[src/rtl/spi_fm_pkg.sv]
package spi_fm_pkg;
  localparam int DATA_W = 16;
  localparam int LEN_W  = 4;

  typedef struct packed {
    logic [DATA_W-1:0] data;
    logic [LEN_W-1:0]  len_m1;
    logic              cont;
  } tx_entry_t;

  localparam int ENTRY_W = $bits(tx_entry_t);
endpackage

[src/rtl/spi_fm_fifo.sv]
module spi_fm_fifo #(
  parameter int WIDTH = 8,
  parameter int DEPTH = 8
) (
  input  logic             clk,
  input  logic             rst_n,
  input  logic             push,
  input  logic [WIDTH-1:0] din,
  input  logic             pop,
  output logic [WIDTH-1:0] dout,
  output logic             full,
  output logic             empty
);
  localparam int AW = $clog2(DEPTH);

  logic [WIDTH-1:0] mem [DEPTH];
  logic [AW-1:0]    wr_ptr, rd_ptr;
  logic [AW:0]      count;
  logic             do_push, do_pop;

  assign full    = (count == (AW+1)'(DEPTH));
  assign empty   = (count == '0);
  assign do_push = push && !full;
  assign do_pop  = pop && !empty;
  assign dout    = mem[rd_ptr];

  always_ff @(posedge clk or negedge rst_n) begin
    if (!rst_n) begin
      wr_ptr <= '0;
      rd_ptr <= '0;
      count  <= '0;
    end else begin
      if (do_push) wr_ptr <= (wr_ptr == AW'(DEPTH-1)) ? '0 : wr_ptr + 1'b1;
      if (do_pop)  rd_ptr <= (rd_ptr == AW'(DEPTH-1)) ? '0 : rd_ptr + 1'b1;
      count <= count + (AW+1)'(do_push) - (AW+1)'(do_pop);
    end
  end

  always_ff @(posedge clk) begin
    if (do_push) mem[wr_ptr] <= din;
  end
endmodule

[src/rtl/spi_fm_engine.sv]
module spi_fm_engine #(
  parameter int DW = 16,
  parameter int LW = 4,
  parameter int HW = 8
) (
  input  logic          clk,
  input  logic          rst_n,
  input  logic [HW-1:0] half,
  input  logic          tx_avail,
  input  logic [DW-1:0] tx_data,
  input  logic [LW-1:0] tx_len_m1,
  input  logic          tx_cont,
  output logic          tx_pop,
  input  logic          rx_full,
  output logic          rx_push,
  output logic [DW-1:0] rx_word,
  output logic          sck,
  output logic          mosi,
  output logic          cs_n,
  input  logic          miso
);
  localparam logic [LW-1:0] TOP_BIT = LW'(DW-1);
  localparam logic [LW-1:0] MIN_LM1 = LW'(3);

  typedef enum logic [2:0] {S_IDLE, S_LOW, S_HIGH, S_GAP, S_HOLD} state_t;

  state_t        state;
  logic [DW-1:0] tsh, rsh, aligned;
  logic [LW-1:0] left, eff_lm1;
  logic [HW-1:0] hc, hmax;
  logic          cont_q, tick, start;

  assign hmax    = (half == '0) ? HW'(1) : half;
  assign tick    = (hc >= hmax - 1'b1);
  assign eff_lm1 = (tx_len_m1 < MIN_LM1) ? MIN_LM1 : tx_len_m1;
  assign aligned = tx_data << (TOP_BIT - eff_lm1);
  // The pending push counts as occupied space so a full queue is never overrun.
  assign start   = (state == S_IDLE || state == S_GAP) && tx_avail && !rx_full && !rx_push;
  assign tx_pop  = start;

  always_ff @(posedge clk or negedge rst_n) begin
    if (!rst_n) begin
      state   <= S_IDLE;
      tsh     <= '0;
      rsh     <= '0;
      left    <= '0;
      hc      <= '0;
      cont_q  <= 1'b0;
      sck     <= 1'b0;
      mosi    <= 1'b0;
      cs_n    <= 1'b1;
      rx_push <= 1'b0;
      rx_word <= '0;
    end else begin
      rx_push <= 1'b0;
      unique case (state)
        S_IDLE, S_GAP: begin
          if (start) begin
            tsh    <= aligned;
            rsh    <= '0;
            left   <= eff_lm1;
            cont_q <= tx_cont;
            mosi   <= aligned[DW-1];
            cs_n   <= 1'b0;
            hc     <= '0;
            state  <= S_LOW;
          end
        end
        S_LOW: begin
          hc <= hc + 1'b1;
          if (tick) begin
            hc    <= '0;
            sck   <= 1'b1;
            rsh   <= {rsh[DW-2:0], miso};
            state <= S_HIGH;
          end
        end
        S_HIGH: begin
          hc <= hc + 1'b1;
          if (tick) begin
            hc  <= '0;
            sck <= 1'b0;
            if (left == '0) begin
              rx_push <= 1'b1;
              rx_word <= rsh;
              state   <= cont_q ? S_GAP : S_HOLD;
            end else begin
              tsh   <= tsh << 1;
              mosi  <= tsh[DW-2];
              left  <= left - 1'b1;
              state <= S_LOW;
            end
          end
        end
        S_HOLD: begin
          hc <= hc + 1'b1;
          if (tick) begin
            hc    <= '0;
            cs_n  <= 1'b1;
            state <= S_IDLE;
          end
        end
        default: state <= S_IDLE;
      endcase
    end
  end
endmodule

[src/rtl/spi_frame_master.sv]
module spi_frame_master
  import spi_fm_pkg::*;
#(
  parameter int DEPTH  = 8,
  parameter int HALF_W = 8,
  parameter int RX_W   = 32
) (
  input  logic              clk,
  input  logic              rst_n,
  input  logic [HALF_W-1:0] sck_half,
  input  logic              tx_valid,
  output logic              tx_ready,
  input  logic [DATA_W-1:0] tx_data,
  input  logic [LEN_W-1:0]  tx_len,
  input  logic              tx_cont,
  output logic              rx_valid,
  input  logic              rx_ready,
  output logic [RX_W-1:0]   rx_data,
  output logic              spi_sck,
  output logic              spi_mosi,
  input  logic              spi_miso,
  output logic              spi_cs_n
);
  tx_entry_t         tx_in, tx_head;
  logic              tx_full, tx_empty, eng_tx_pop;
  logic              rx_full, rx_empty, eng_rx_push;
  logic [DATA_W-1:0] eng_rx_word, rx_head;

  assign tx_in    = '{data: tx_data, len_m1: tx_len, cont: tx_cont};
  assign tx_ready = !tx_full;
  assign rx_valid = !rx_empty;
  assign rx_data  = {{(RX_W-DATA_W){1'b0}}, rx_head};

  spi_fm_fifo #(.WIDTH(ENTRY_W), .DEPTH(DEPTH)) u_txq (
    .clk(clk), .rst_n(rst_n),
    .push(tx_valid), .din(tx_in),
    .pop(eng_tx_pop), .dout(tx_head),
    .full(tx_full), .empty(tx_empty)
  );

  spi_fm_engine #(.DW(DATA_W), .LW(LEN_W), .HW(HALF_W)) u_eng (
    .clk(clk), .rst_n(rst_n), .half(sck_half),
    .tx_avail(!tx_empty), .tx_data(tx_head.data),
    .tx_len_m1(tx_head.len_m1), .tx_cont(tx_head.cont),
    .tx_pop(eng_tx_pop),
    .rx_full(rx_full), .rx_push(eng_rx_push), .rx_word(eng_rx_word),
    .sck(spi_sck), .mosi(spi_mosi), .cs_n(spi_cs_n), .miso(spi_miso)
  );

  spi_fm_fifo #(.WIDTH(DATA_W), .DEPTH(DEPTH)) u_rxq (
    .clk(clk), .rst_n(rst_n),
    .push(eng_rx_push), .din(eng_rx_word),
    .pop(rx_ready), .dout(rx_head),
    .full(rx_full), .empty(rx_empty)
  );
endmodule

[config.mk]
export PLATFORM = sky130hd
export DESIGN_NAME = spi_frame_master
export DESIGN_NICKNAME = d
export VERILOG_FILES = /design/src/rtl/spi_fm_pkg.sv /design/src/rtl/spi_fm_fifo.sv /design/src/rtl/spi_fm_engine.sv /design/src/rtl/spi_frame_master.sv
export SDC_FILE = /design/constraint.sdc
export NUM_CORES = 1
export LEC_CHECK = 0
export BUFFER_PORTS_ARGS = -buffer_cell sky130_fd_sc_hd__buf_2
export CORE_ASPECT_RATIO = 1.1
export CORE_MARGIN = 5
export CORE_UTILIZATION = 26
export DETAILED_ROUTE_END_ITERATION = 7
export PLACE_DENSITY = 0.44
export SYNTH_ARGS = -nofsm -noshare
export SYNTH_HDL_FRONTEND = slang
export SYNTH_SLANG_ARGS = --single-unit
[constraint.sdc]
create_clock -name clk -period 5.3 [get_ports clk]
set_clock_uncertainty 0.15 [all_clocks]
set_input_delay 0.265 -clock clk [delete_from_list [all_inputs] [get_ports clk]]
set_output_delay 0.265 -clock clk [all_outputs]
set_load 0.05 [all_outputs]
==> results of run 1 <==
flip-flops by register name, indices dropped and copies added, names as in the netlist, 3 cells and up:
signal and flops:
u_eng.hc 8, u_eng.left 4, u_eng.rsh 16, u_rxq.mem 128, u_txq.count 4, u_eng.tsh 15
u_txq.rd_ptr 3, u_eng.state 3, u_rxq.count 4, u_txq.mem 168, u_rxq.wr_ptr 3, u_eng.rx_word 16
u_txq.wr_ptr 3, u_rxq.rd_ptr 3
logic make-up after synthesis:
logic type	synth area share [%]
fa+ha+maj	2.690
simple gates	5.397
xor+xnor	0.6420
compound gates	6.191
flops	67.61
other cells	0.02291
buf+inv	2.790
mux	14.66
stage by stage:
step                total power [W]  cell area, um2  std cells  util, %  hold WS (ns)
floorplan                  0.007108           16430       1005        -       -0.1806
global placement           0.008252           17700       1861    28.39       0.08147
detailed placement         0.008276           17700       1861    28.39       0.09064
CTS                         0.01108           19200       1958    30.79       0.02364
global route                0.01159           19200       1959    30.80       0.07419
finish                      0.01092           19200       1959    30.80       0.04437
Yosys cell counts, types with 4 or more instances:
cell,instances,share of area [%]
a31oi_1,9,0.34
a22o_1,21,1.1
inv_1,30,0.69
o21ai_1,5,0.15
buf_4,19,0.87
a21o_1,10,0.46
and2_1,4,0.15
or3_1,6,0.23
dfrtp_1,86,13
mux2_2,49,3.4
nor2_1,55,1.3
nand2_1,55,1.3
mux4_2,72,9.9
nor4_1,4,0.15
ha_1,32,2.4
o211ai_1,4,0.18
edfxtp_1,296,54
nand2b_1,9,0.34
xor2_1,6,0.32
nor2b_1,6,0.23
mux2i_1,10,0.61
a21oi_1,22,0.67
o21ai_0,29,0.89
buf_2,8,0.24
nor3_1,20,0.61
a221oi_1,8,0.43
and3_1,4,0.15
xnor2_1,6,0.32
clkbuf_1,25,0.57
buf_6,5,0.34
nand3_1,16,0.49
area by class of cell:
cell class / count / area, um2 / share of cell area, %
multi-input combinational: 532 / 4984 / 25.96
tap: 833 / 1042 / 5.429
clock buffer: 56 / 1092 / 5.690
timing repair buffer: 107 / 730.7 / 3.806
inverter: 30 / 112.6 / 0.5865
antenna: 1 / 2.502 / 0.01303
sequential: 383 / 11070 / 57.67
clock inverter: 17 / 162.7 / 0.8472
timing repair:
item	4_1_cts	5_1_grt
hold buffers	24	0
endpoints found under the setup margin	0	0
endpoints found under the hold margin	199	0
routing by layer:
layer	GRT usage (%)	part of all wire, %	vias to the layer above
met5	0	0.035	-
met4	2.701	1.8	2
met1	14.78	46	4516
met2	17.85	48	187
met3	2.132	4.1	46
li1	-	-	4051
worst min path at each step:
| stage | startpoint | end | slack [ns] | depth (start not counted) |
|---|---|---|---|---|
| 2_1_floorplan | rst_n | u_eng.cont_q | -0.18 | 0 |
| 3_3_place_gp | rst_n | u_rxq.count[2] | 0.08 | 1 |
| 3_5_place_dp | rst_n | u_rxq.rd_ptr[1] | 0.09 | 1 |
| 4_1_cts | rst_n | u_rxq.count[2] | 0.02 | 2 |
| 5_1_grt | rst_n | u_rxq.rd_ptr[1] | 0.07 | 2 |
| 6_report | rst_n | u_rxq.count[1] | 0.04 | 2 |
power by group:
part | switching, W | internal [W] | total, W
logic | 0.00255 | 0.00164 | 0.00418
clock network | 0.00115 | 0.00159 | 0.00274
registers | 0.000379 | 0.00362 | 0.00400
==> flow_metrics.py, run 1 <==
metrics = {
    "worst_setup_path": {
        "cp.arrival_ns": 3.90,
        "cp.depth": 9,
        "cp-end-kind": "flip-flop",
        "crit_start": "u_txq.rd_ptr[0]",
        "critPathMaxFanout": 18,
        "path_delay_family": "compound AO/OA/AOI/OAI gates",
        "endpoint": "u_eng.tsh[11]",
        "rrSetupSlack_ns": 1.69,
        "worstPathCellList": "buf_4, inv_1, mux2_2, a21oi_2, nand2_1, o211ai_1, o22ai_1, a221oi_1, a21oi_1",
        "regToRegStartpoint": "u_txq.rd_ptr[0]",
        "cp_data_required_time_ns": 5.58,
        "r2r_end": "u_eng.tsh[11]",
        "slowest_delay_ns": 0.70,
        "path_class": "reg2reg",
        "path_buf_inv": 2,
        "cp-start-kind": "flip-flop",
        "critPathSlowestCell": "inv_1",
        "reg2regPathDepth": 9,
    },
    "final_layout": {
        "area_growth_pct": 17.28,
        "layout.nets": 1163,
        "drive_above_1_share_pct": 25.96,
        "layout_commonest_cell": "edfxtp_1",
        "nFillCells": 6156,
        "layout_common_cells": "edfxtp_1, dfrtp_1, mux4_2, nand2_1, buf_2",
    },
    "run_status": {
        "outcome": "finished, final reports clean",
    },
    "drt": {
        "drt_iter0_drc": 508,
        "drc": 0,
        "final_antenna_net_count": 0,
        "firstDrtPassIters": 5,
        "num_vias": 8802,
        "routed_via_density": 4.493,
        "wl_per_cell_um": 18.91,
        "routed_wl_mm": 37.04,
    },
    "timing": {
        "rsz0062_at_grt": "false",
        "fin_setup_tns_ns": 0,
        "hold_violations": 0,
        "slew-limit-headroom_pct": 29.92,
        "min_period_ns": 3.615,
        "fin_crit_sh_pct": 68.20,
        "worst_pin_slew_ns": 1.051,
        "fmax_mhz": 276.6,
        "setup_slack_ns": 1.685,
        "drv_slew": 0,
        "setup_viol_count_final": 0,
    },
    "power_and_ir_drop": {
        "p_per_area_nw_per_um2": 568.6,
        "ir_drop_uv": 240.6,
        "p_leak_nw": 6.882,
    },
    "floorplanning": {
        "die_y_um": 273.2,
        "rows": 96,
        "io_pins": 71,
        "fp.dieW_um": 249.2,
        "core_area_um2": 62340,
        "start_util_pct": 26.26,
        "die-area_um2": 68080,
    },
    "synth": {
        "synth_edf_count": 296,
        "synth_async_sr_flop_share_pct": 22.72,
        "syn_inst": 990,
        "synth_cell_types": 70,
        "syn_area_um2": 16370,
        "avgSynthCellArea_um2": 16.53,
        "ys_seq_area_share_pct": 67.61,
        "synth-seq-cells": 383,
        "ys_warn_count": 0,
        "synth_ff_type": "edfxtp_1",
    },
    "global_route": {
        "antenna_found_initial": 2,
        "grt_pass1_vias": 9175,
        "overflow": 0,
        "grt_usage_pct": 10.82,
        "grt_max_degree": 59,
        "grt_pass1_wl_mm": 57.83,
    },
    "clock_tree": {
        "tritoncts": "built",
        "clock_path_buffers": 3,
        "post_cts_buffers": 0,
        "clk_latency_ns": 0.55,
        "cts.sinks": 383,
        "cts_buffers": 41,
        "cts-resized-gates": 0,
        "root_buffer": "clkbuf_16",
        "clk_pin_slew_ns": 0.06,
        "cts-htree-levels": 2,
    },
    "placement": {
        "pre_cts_ws_ns": 1.381,
        "io_buffer_count": 54,
        "place.gp.congestion": 0.8216,
        "dp_hpwl_mm": 22.57,
    },
    "flow_run": {
        "max-cap-violations": 0,
    },
    "worst_hold_path": {
        "min_path_type": "in2async",
    },
}
Note: power is estimated with default switching activity, not from simulation.
==> run 2, diff against run 1 <==
--- a/config.mk
+++ b/config.mk
@@ -5,6 +5,7 @@
 export SDC_FILE = /design/constraint.sdc
 export NUM_CORES = 1
 export LEC_CHECK = 0
+export ABC_AREA = 1
 export BUFFER_PORTS_ARGS = -buffer_cell sky130_fd_sc_hd__buf_2
 export CORE_ASPECT_RATIO = 1.1
 export CORE_MARGIN = 5
==> constraint.sdc (replaced) <==
create_clock -name clk -period 3.7 [get_ports clk]
set_clock_uncertainty 0.15 [all_clocks]
set_input_delay 0.185 -clock clk [delete_from_list [all_inputs] [get_ports clk]]
set_output_delay 0.185 -clock clk [all_outputs]
set_load 0.05 [all_outputs]
==> run 2 against run 1 <==
  * Die area is 2.0% higher
  * Final cell count is 28% higher
  * Core utilization hardly changed
  * Combinational power is 61% higher
  * Synthesized cell count is 57% higher
  * Critical path depth is 5 higher
  * Largest power group unchanged
==> flow_metrics.py, run 2 <==
metrics = {
    "worst_setup_path": {
        "critPathSlowestCell": "dfrtp_2",
        "cp_data_required_time_ns": 3.98,
        "critPathMaxFanout": 32,
        "cp.depth": 14,
        "slowest_delay_ns": 0.53,
        "path_buf_inv": 1,
        "path_common_cell": "nand2_1",
        "cp-end-kind": "flip-flop",
        "path_class": "reg2reg",
        "cp-start-kind": "flip-flop",
        "path_delay_family": "simple AND/OR/NAND/NOR gates",
        "worstPathCellList": "inv_2, nand2_1, nand2_1, nand2_1, nand3_2, nand2_4, nand2_4, nand3_2, nand3_1, nand3_1, nand3_1, nand3_1, nand2_1, nand2_1",
        "reg2regPathDepth": 14,
        "cp.arrival_ns": 3.38,
    },
    "timing": {
        "hold_violations": 0,
        "fin_crit_sh_pct": 83.77,
        "setup_viol_count_final": 0,
        "fmax_mhz": 322.6,
        "min_period_ns": 3.100,
        "drv_slew": 0,
        "slew-limit-headroom_pct": 29.22,
        "rsz0062_at_grt": "false",
        "fin_setup_tns_ns": 0,
        "worst_pin_slew_ns": 1.058,
        "holdWs_ns": 0.1660,
    },
    "clock_tree": {
        "clk_pin_slew_ns": 0.06,
        "cts-htree-levels": 2,
        "post_cts_buffers": 0,
        "root_buffer": "clkbuf_16",
        "tritoncts": "built",
        "cts.sinks": 383,
        "clock_path_buffers": 3,
        "cts-resized-gates": 0,
        "cts_buffers": 44,
        "postCtsHoldBufs": 25,
        "clk_latency_ns": 0.55,
    },
    "final_layout": {
        "area_growth_pct": 17.52,
        "layout_common_cells": "edfxtp_1, nor2_1, nand2_1, o21ai_0, nand3_1",
        "layout.nets": 1703,
        "largest_reg_flops": 168,
        "top_regs": "u_txq.mem (168), u_rxq.mem (128)",
        "finish.instance_area_um2": 19640,
        "regMostFlops": "u_txq.mem",
        "nFillCells": 6554,
        "layout_commonest_cell": "edfxtp_1",
        "drive_above_1_share_pct": 11.38,
        "finalCoreUtilization_pct": 30.82,
    },
    "synth": {
        "yosysMostFrequentCell": "edfxtp_1",
        "ys_warn_count": 0,
        "ys_seq_area_share_pct": 66.23,
        "synth.top_cell.area_share_pct": 53.20,
        "synth_cell_types": 42,
        "synth_edf_count": 296,
        "syn_area_um2": 16710,
        "synth-seq-cells": 383,
        "ys_top_cells_by_area": "edfxtp_1, dfrtp_1, nor2_1",
        "synth_commonest_cells": "edfxtp_1, nor2_1, nand2_1",
        "synth_async_sr_flop_share_pct": 22.72,
        "synth_ff_type": "edfxtp_1",
        "avgSynthCellArea_um2": 10.78,
        "synth_top_area_cell": "edfxtp_1",
        "syn_inst": 1550,
    },
    "global_route": {
        "overflow": 0,
        "use_met3_pct": 1.894,
        "grt_pass1_wl_mm": 64.04,
        "grt_max_degree": 67,
        "grt_usage_pct": 11.58,
        "antenna_found_initial": 1,
        "grt_use_met1_pct": 14.95,
        "gr-max-usage-layer": "met2",
        "grt_pass1_vias": 11124,
        "grtUsageMet2_pct": 20.31,
    },
    "power_and_ir_drop": {
        "p_int_w": 0.009790,
        "power_w": 0.01659,
        "p_leak_nw": 7.215,
        "switchingPower_w": 0.006800,
        "power.share.switching_pct": 40.99,
        "p_seq_share_pct": 32.9,
        "p_per_area_nw_per_um2": 844.9,
        "clock_power_share_pct": 26.4,
        "ir_drop_uv": 432.9,
        "pwr-share-comb_pct": 40.7,
    },
    "drt": {
        "drt_iter0_drc": 600,
        "wl_per_cell_um": 16.07,
        "routed_wl_mm": 40.35,
        "num_vias": 11181,
        "routed_via_density": 4.453,
        "drc": 0,
        "final_antenna_net_count": 0,
        "firstDrtPassIters": 5,
    },
    "floorplanning": {
        "start_util_pct": 26.22,
        "die_y_um": 275.9,
        "io_pins": 71,
        "die-area_um2": 69440,
        "fp.dieW_um": 251.7,
        "core_area_um2": 63720,
        "rows": 97,
    },
    "placement": {
        "place.gp.congestion": 0.7981,
        "dpl_cell_area_um2": 17930,
        "dp_hpwl_mm": 23.60,
        "io_buffer_count": 54,
    },
    "worst_hold_path": {
        "min_path_type": "in2async",
    },
    "run_status": {
        "outcome": "finished, final reports clean",
    },
    "flow_run": {
        "max-cap-violations": 0,
    },
}
run 2: cell type report:
type / instances / area (um2) / area share (%)
timing repair buffer: 116 / 813.3 / 4.142
antenna: 1 / 2.502 / 0.01274
clock buffer: 57 / 1201 / 6.117
multi-input combinational: 992 / 4875 / 24.82
clock inverter: 23 / 255.2 / 1.300
tap: 841 / 1052 / 5.359
inverter: 98 / 367.9 / 1.873
sequential: 383 / 11070 / 56.37
run 2: cell families (layout without fill, tap and decap cells):
group                    count (synthesis)  count (layout)  synth area share (%)
AO/OA/AOI/OAI                          267             267                 8.701
XOR/XNOR                                17              17                0.8912
adder cells (fa/ha/maj)                 34              34                 2.636
buffers and inverters                  190             294                 5.047
flip-flops                             383             383                 66.23
other                                    1              17               0.02244
AND/OR/NAND/NOR                        658             658                 16.47
run 2: path summary, 6_finish.rpt:
path	startpoint	endpoint	slack [ns]
max	u_txq.rd_ptr[0]	u_eng.mosi	0.60
max reg2reg	u_txq.rd_ptr[0]	u_eng.mosi	0.60
min reg2reg	u_eng.cs_n	u_eng.cs_n	0.31
min in group clk	sck_half[7]	u_eng.state[2]	0.27
min	rst_n	u_rxq.wr_ptr[1]	0.17
max in group asynchronous	rst_n	u_eng.cs_n	2.36
run 2: power by group through the flow:
stage / registers [W] / logic, W / clock network, W
2_1_floorplan: 0.00552 / 0.00505 / 0
6_report: 0.00546 / 0.00675 / 0.00438
3_3_place_gp: 0.00554 / 0.00678 / 0
3_5_place_dp: 0.00555 / 0.00684 / 0
5_1_grt: 0.00552 / 0.00766 / 0.00470
4_1_cts: 0.00547 / 0.00688 / 0.00453
run 2: routing by layer:
metal	wire length (um)	share of wire (%)
met1	18160	45
met2	19900	49
met3	1499	3.7
met4	796	2.0
met5	0	0
run 2: per-stage QoR:
step	setup WS, ns	cells
after floorplan	0.9212	1565
after global placement	0.5167	2405
after detailed placement	0.4138	2405
after CTS	0.5425	2510
after global routing	0.3048	2511
final	0.6003	2511
